--- config.mk ---
export PLATFORM = sky130hd
export DESIGN_NAME = spi_ss_guard
export DESIGN_NICKNAME = d
export VERILOG_FILES = /design/src/rtl/spi_ss_pkg.sv /design/src/rtl/spi_ss_sync.sv /design/src/rtl/spi_ss_slot_fsm.sv /design/src/rtl/spi_ss_wcol.sv /design/src/rtl/spi_ss_guard.sv
export SDC_FILE = /design/constraint.sdc
export NUM_CORES = 1
export LEC_CHECK = 0
export ABC_AREA = 1
export BUFFER_PORTS_ARGS = -buffer_cell sky130_fd_sc_hd__buf_2
export CAP_MARGIN = 20
export CORE_AREA = 3 3 40 42
export DETAILED_ROUTE_END_ITERATION = 10
export DIE_AREA = 0 0 43 45
export HOLD_SLACK_MARGIN = 0.12
export MAX_ROUTING_LAYER = met4
export PLACE_DENSITY = 0.4
export SYNTH_ARGS = -nofsm -noshare
export SYNTH_HDL_FRONTEND = slang
export SYNTH_SLANG_ARGS = --single-unit
--- constraint.sdc ---
create_clock -name clk -period 1.4 [get_ports clk]
set_input_delay 0.28 -clock clk [delete_from_list [all_inputs] [get_ports clk]]
set_output_delay 0.28 -clock clk [all_outputs]
set_load 0.03 [all_outputs]
--- src/rtl/spi_ss_pkg.sv ---
package spi_ss_pkg;
    typedef enum logic [1:0] {
        SLOT_ARMED = 2'd0,
        SLOT_SHIFT = 2'd1,
        SLOT_HELD  = 2'd2
    } slot_state_e;
endpackage

--- src/rtl/spi_ss_sync.sv ---
module spi_ss_sync #(
    parameter int   STAGES  = 2,
    parameter logic RST_VAL = 1'b1
) (
    input  logic clk,
    input  logic rst_n,
    input  logic d_i,
    output logic q_o
);
    logic [STAGES-1:0] chain;

    always_ff @(posedge clk or negedge rst_n) begin
        if (!rst_n) begin
            chain <= {STAGES{RST_VAL}};
        end else begin
            chain[0] <= d_i;
            for (int i = 1; i < STAGES; i++) begin
                chain[i] <= chain[i-1];
            end
        end
    end

    assign q_o = chain[STAGES-1];
endmodule

--- src/rtl/spi_ss_slot_fsm.sv ---
module spi_ss_slot_fsm
    import spi_ss_pkg::*;
(
    input  logic clk,
    input  logic rst_n,
    input  logic busy_i,
    input  logic ss_i,
    output logic armed_o
);
    slot_state_e state, state_nx;

    // Next state: a byte start always wins; select high re-arms the reload.
    always_comb begin
        state_nx = state;
        unique case (state)
            SLOT_ARMED: if (busy_i) state_nx = SLOT_SHIFT;
            SLOT_SHIFT: if (!busy_i) state_nx = ss_i ? SLOT_ARMED : SLOT_HELD;
            SLOT_HELD: begin
                if (busy_i)    state_nx = SLOT_SHIFT;
                else if (ss_i) state_nx = SLOT_ARMED;
            end
            default:    state_nx = SLOT_ARMED;
        endcase
    end

    // State register; the tracker starts armed.
    always_ff @(posedge clk or negedge rst_n) begin
        if (!rst_n) state <= SLOT_ARMED;
        else        state <= state_nx;
    end

    // Outputs.
    always_comb begin
        armed_o = 1'b0;
        unique case (state)
            SLOT_ARMED: armed_o = 1'b1;
            SLOT_SHIFT: armed_o = 1'b0;
            SLOT_HELD:  armed_o = 1'b0;
            default:    armed_o = 1'b0;
        endcase
    end
endmodule

--- src/rtl/spi_ss_wcol.sv ---
module spi_ss_wcol (
    input  logic clk,
    input  logic rst_n,
    input  logic master_i,
    input  logic cpha_i,
    input  logic busy_i,
    input  logic armed_i,
    input  logic ss_i,
    input  logic wr_i,
    input  logic clr_i,
    output logic load_o,
    output logic wcol_o
);
    logic gap_ok;
    logic phase_block;
    logic collide;

    // A high select right now also counts as a release.
    assign gap_ok      = armed_i | ss_i;
    // Only a CPHA=0 slave needs the release between bytes.
    assign phase_block = ~master_i & ~cpha_i & ~gap_ok;
    // A write during a byte always collides.
    assign collide     = wr_i & (busy_i | phase_block);
    assign load_o      = wr_i & ~collide;

    // Sticky flag; a new collision beats a clear.
    always_ff @(posedge clk or negedge rst_n) begin
        if (!rst_n)       wcol_o <= 1'b0;
        else if (collide) wcol_o <= 1'b1;
        else if (clr_i)   wcol_o <= 1'b0;
    end
endmodule

--- src/rtl/spi_ss_guard.sv ---
module spi_ss_guard #(
    parameter int SYNC_STAGES = 2
) (
    input  logic clk,
    input  logic rst_n,
    input  logic cfg_sw_sel_i,
    input  logic cfg_sw_level_i,
    input  logic cfg_master_i,
    input  logic cfg_cpha_i,
    input  logic ss_pin_i,
    input  logic byte_busy_i,
    input  logic dr_wr_i,
    input  logic wcol_clr_i,
    output logic ss_int_o,
    output logic load_o,
    output logic wcol_o,
    output logic cfg_err_o
);
    logic pin_sync;
    logic armed;

    // pin path through the synchronizer, reset to the released level.
    spi_ss_sync #(.STAGES(SYNC_STAGES), .RST_VAL(1'b1)) u_sync (
        .clk   (clk),
        .rst_n (rst_n),
        .d_i   (ss_pin_i),
        .q_o   (pin_sync)
    );

    // the software source bypasses the pin entirely.
    assign ss_int_o  = cfg_sw_sel_i ? cfg_sw_level_i : pin_sync;

    assign cfg_err_o = cfg_master_i & ~ss_int_o;

    spi_ss_slot_fsm u_fsm (
        .clk     (clk),
        .rst_n   (rst_n),
        .busy_i  (byte_busy_i),
        .ss_i    (ss_int_o),
        .armed_o (armed)
    );

    spi_ss_wcol u_wcol (
        .clk      (clk),
        .rst_n    (rst_n),
        .master_i (cfg_master_i),
        .cpha_i   (cfg_cpha_i),
        .busy_i   (byte_busy_i),
        .armed_i  (armed),
        .ss_i     (ss_int_o),
        .wr_i     (dr_wr_i),
        .clr_i    (wcol_clr_i),
        .load_o   (load_o),
        .wcol_o   (wcol_o)
    );
endmodule

### After elaboration in Yosys (flattened, before gate mapping)

Cells that the tools add are included.

* register bits: 5
* latch bits: 0
* bits in writable memories: 0
* ROM bits: 0
* bits of input ports: 10
* word-level logic and storage cells: 33
* memories: 0

* $add $sub $neg: 0
* $mul: 0
* div/mod/pow operators: 0
* magnitude comparators: 0
* equality and inequality tests: 5
* shift operators: 0
* muxes and demuxes: 10
* bitwise logic cells: 12
* reductions and logical operators: 3

Operators with widths (count)
* $mux W2: 5
* $pmux W2 S3: 1
* $and A1 B1 Y1: 5
* $not A1 Y1: 5
* $mux W1: 4
* $ne A2 B2 Y1 const B: 2
* $ne A3 B3 Y1 const B: 1
* $reduce_and A3 Y1: 1
* $eq A2 B1 Y1 const B: 1
* $eq A2 B2 Y1 const B: 1
* $logic_not A2 Y1: 1
* $or A1 B1 Y1: 2
* $reduce_bool A2 Y1: 1

### Longest topological paths before layout

* depth in word-level cells: 9
* depth in mapped cells: 7
* gate-level depth less buffers: 7

### Hierarchy

Synthesis repeated with hierarchy kept, for this count alone.

* cells, all modules: 28
* area total of the unflattened synthesis: 224.0 µm²

Modules (own cells, without submodules)
* spi_ss_slot_fsm: times used 1, cells each 8, area each 75.1 µm²
* spi_ss_wcol: times used 1, cells each 12, area each 66.3 µm²
* spi_ss_sync: times used 1, cells each 2, area each 52.6 µm²
* spi_ss_guard: times used 1, cells each 6, area each 30.0 µm²

### Worst setup path before layout

No wires, ideal clock.

* path kind: register to output
* start: register u_sync.chain[1]
* end: output port load_o
* arrival time: 1.168 ns
* required time: 1.120 ns
* slack: -0.048 ns
* cell stages (with the launch flop): 7
* cells stage by stage: dfstp_2 > clkinv_1 > nand2_1 > nand2_2 > nand2_1 > nand2_1 > nor2_1

* cells in the longest elaborated chain, start to end: 8

Ends and longest elaborated chain
* start, declared: line spi_ss_sync.sv:10 `logic [STAGES-1:0] chain;`
* start signal, assigned: line spi_ss_sync.sv:14 `chain <= {STAGES{RST_VAL}};`
* start signal, assigned by index: line spi_ss_sync.sv:18 `chain[i] <= chain[i-1];`
* $mux W1: line spi_ss_guard.sv:31 `assign ss_int_o = cfg_sw_sel_i ? cfg_sw_level_i : pin_sync;`
* $or A1 B1 Y1: line spi_ss_wcol.sv:19 `assign gap_ok = armed_i | ss_i;`
* $not A1 Y1: line spi_ss_wcol.sv:21 `assign phase_block = ~master_i & ~cpha_i & ~gap_ok;`
* $and A1 B1 Y1: line spi_ss_wcol.sv:21
* $or A1 B1 Y1: line spi_ss_wcol.sv:23 `assign collide = wr_i & (busy_i | phase_block);`
* $and A1 B1 Y1: line spi_ss_wcol.sv:23
* $not A1 Y1: line spi_ss_wcol.sv:24 `assign load_o = wr_i & ~collide;`
* $and A1 B1 Y1: line spi_ss_wcol.sv:24
* end, declared: line spi_ss_guard.sv:15 `output logic load_o,`

Every way passes these cells.

### Worst setup path in the final report

Ends and elaborated chain as after synthesis.

==> results.md <==
* Count of final setup violators at 2
* Layout cells sized above 1 at between 50% and 60%
* Asr flop ratio synth at between 90% and 100%
* Row count at 13
* CP Max Fanout at 2
* Post-Syn Nets at 42
* Result of the run: finished with violations
* Clk pwr share at about two fifths
* Max Freq at 649 MHz
* CTS Buf Count at 3
* Clock Tree Buf Depth at 2
* Die Ht at 45 um
* Flop-to-flop setup slack at 40 ps
* ANT nets after route at 0
* Starting Density at a little under a fifth
* Top-area cell type share of the netlist area at a little under a third
* Die Width at 43 um
* Failing checks: negative setup slack
* WL per Instance at 7.01 um
* Syn avg cell area at ~7.5 um^2
* FF-to-FF path depth at 10
* Fin. max-slew vios at 0
* Total wire length at a little under 500 um
* Vias per cell at between 3 and 4
* Post-synthesis adder-cell area fraction at 0%
* Worst reg2reg path endpoint: u_fsm.state[1]$_DFFE_PN0P_
* Leakage Power at around 0.25 nW
* Final WS setup at -142 ps
* Post-synthesis xor/xnor area fraction at 0%
* DR iter-0 viols at 0
* CP arrival at around 1300 ps
* Sequential share of power at approximately two fifths
* Unrepaired setup endpoints after global routing: yes
* Fin Clk Skew at approximately 0.27 ps
* Seq/Total Area, Yosys at a little over half
* HP Start: ss_pin_i
* Post-synth top flop: dfrtp_1
* H-tree levels at 1
* Total Nets Final at 66
* Die Footprint at between 1500 and 2000 um^2
* Tmin final at approximately 1500 ps
* HP Class: primary input to flip-flop
* DR vias at 236
* Simple-Gate Fraction of Synth Area at roughly 29%
* Number of flops mapped to enable cells by yosys at 0
* Hold WS at 142 ps
* Ys Warns at 0
* Largest family of logic cells by synthesized area: simple AND/OR/NAND/NOR gates
* Clock Tree Root: clkbuf_4
* Hold Path End: u_sync.chain[0]$_DFF_PN1_
* CP Class: flip-flop to output pin
* Synth area leaders: dfrtp_1, dfstp_2, nand2_1, inv_1, nor2_1
* Logic pwr share at between 20% and 30%
* Dpl ws at roughly 30 ps
* Peak VDD IR at around 0.50 mV
* Sw frac at between 20% and 30%
* Min-Delay Path Depth at 1
* Crit. End Element: output pin
* Fillers at 140
* Final GP Congestion at about 0.58
* Leading area contributor after synthesis: dfrtp_1
* Setup_tns at -168 ps
* Vias in the first global route at 220
* Core Area at ~1300 um^2
* Final Total Pwr at 0.423 mW
* Final hold violation count at 0
* Most common cell in the netlist: nand2_1
* Cell variety after synth at 11
* Post-route cell area at 438 um^2
* Largest net degree at the start of global routing at 6
* Post-synthesis mux area share at 0%
* Max_slew headroom at 77.1%
* Critical Path RT at approximately 1100 ps
* Cell area after synthesis at 240 um^2
* First-pass GRT wire length at 821 um
* Area growth syn-to-layout at 82.3%
* Total grt overflow at 0
* DR pass1 iterations at 1
* CTS tree: yes
* Worst-Skew Late Latency at roughly 240 ps
* Final routed DRC violation total at 0
* Startpoint types: flip-flop
* Max-Cap Viols at 0
* Compound-Gate Fraction of Synth Area at approximately 2.1%
* Antenna diode count at 0
* Top post-synthesis cells by count: nand2_1, inv_1, nor2_1
* Clock transition at path regs at about 40 ps
* FF-to-FF Start: u_sync.chain[1]$_DFF_PN1_
* Slew @ Worst Pin at roughly 340 ps
* Seq cells post-synth at 5
* # IOs at 14
* Initial antenna violation count at 0
* Placed cell area at between 300 and 400 um^2
* PortBufs at 13
* Pwr per Cell Area at around 970 nW/um^2
* DP HPWL at approximately 350 um
* Fin crit share at 110%
* Gate Count Post-Synth at 32
* Pint at 0.313 mW
* Net Sw Power at 0.110 mW
* Total global-route track usage at 6.21%
* # clock sinks at 5
[registers in the layout, summed over array words and instances, names as in the netlist]
register and count:
u_fsm.state 2, u_sync.chain 2, u_wcol.wcol_o 1
[final cells by class]
class	instances	area [um^2]	area share [%]
Clock buffer	4	26.3	6.00
Inverter	10	40.0	9.14
Timing Repair Buffer	19	135	30.9
Tap cell	15	18.8	4.29
Sequential cell	5	128	29.1
Multi-Input combinational cell	17	90.1	20.6
[worst max path at each step]
| stage | cells after the start | slack, ps | from | end |
|---|---|---|---|---|
| 2_1_floorplan | 6 | 80 | u_sync.chain[1]$_DFF_PN1_ | load_o |
| 3_3_place_gp | 7 | 40 | u_sync.chain[1]$_DFF_PN1_ | load_o |
| 3_5_place_dp | 7 | 30 | u_sync.chain[1]$_DFF_PN1_ | load_o |
| 4_1_cts | 7 | -170 | u_sync.chain[1]$_DFF_PN1_ | load_o |
| 5_1_grt | 7 | -240 | u_sync.chain[1]$_DFF_PN1_ | load_o |
| 6_report | 7 | -140 | u_sync.chain[1]$_DFF_PN1_ | load_o |
[critical path, cell delays in order, from the launching register on]
cell and delay [ps]:
dfstp_2 520, clkinv_2 40, nand2_2 50, nand2_2 60, nand2_1 70, nand2_2 60
nor2_2 90, buf_6 140
[placed cells by master (no fill, tap or decap), drive strengths merged]
| cell | count |
|---|---|
| dfstp | 2 |
| nor3 | 1 |
| dfrtp | 3 |
| clkinv | 2 |
| nor2 | 5 |
| o21ai | 1 |
| dlygate4sd3 | 1 |
| clkbuf | 4 |
| inv | 8 |
| nand2 | 10 |
| buf | 18 |
[power groups by stage]
stage / registers [mW] / clock network, mW / logic (mW)
floorplan: 0.168 / 0 / 0.0352
global placement: 0.163 / 0 / 0.0675
detailed placement: 0.163 / 0 / 0.0677
CTS: 0.161 / 0.172 / 0.0967
global route: 0.161 / 0.189 / 0.110
finish: 0.161 / 0.162 / 0.100
[logic make-up (layout without fill, tap and decap cells)]
| kind of cell | after synthesis | after routing |
|---|---|---|
| compound gates | 1 | 1 |
| buf+inv | 10 | 33 |
| flops | 5 | 5 |
| simple gates | 16 | 16 |
[layer usage]
layer	part of all wire, %	GRT usage [%]	wire (um)	vias to the layer above
met5	0	-	0	-
met4	0	5.42	0	0
met3	7.3	2.39	36	0
met2	51	8.98	251	9
met1	41	6.62	203	94
li1	-	-	-	133
[per-stage QoR]
step                      instances  utilization (%)
after detailed placement         60             25.4
after global placement           60             25.4
after CTS                        71             33.4
after global routing             70             34.1
after floorplan                  32                -
final                            70             34.1
[timing repair]
item,4_1_cts,5_1_grt
resized for setup,8,4
setup endpoints to repair,3,4
hold endpoints to repair,5,0
gates cloned,0,0
hold buffers,1,0
buffers inserted,6,1
Note: power is estimated with default switching activity, not from simulation.
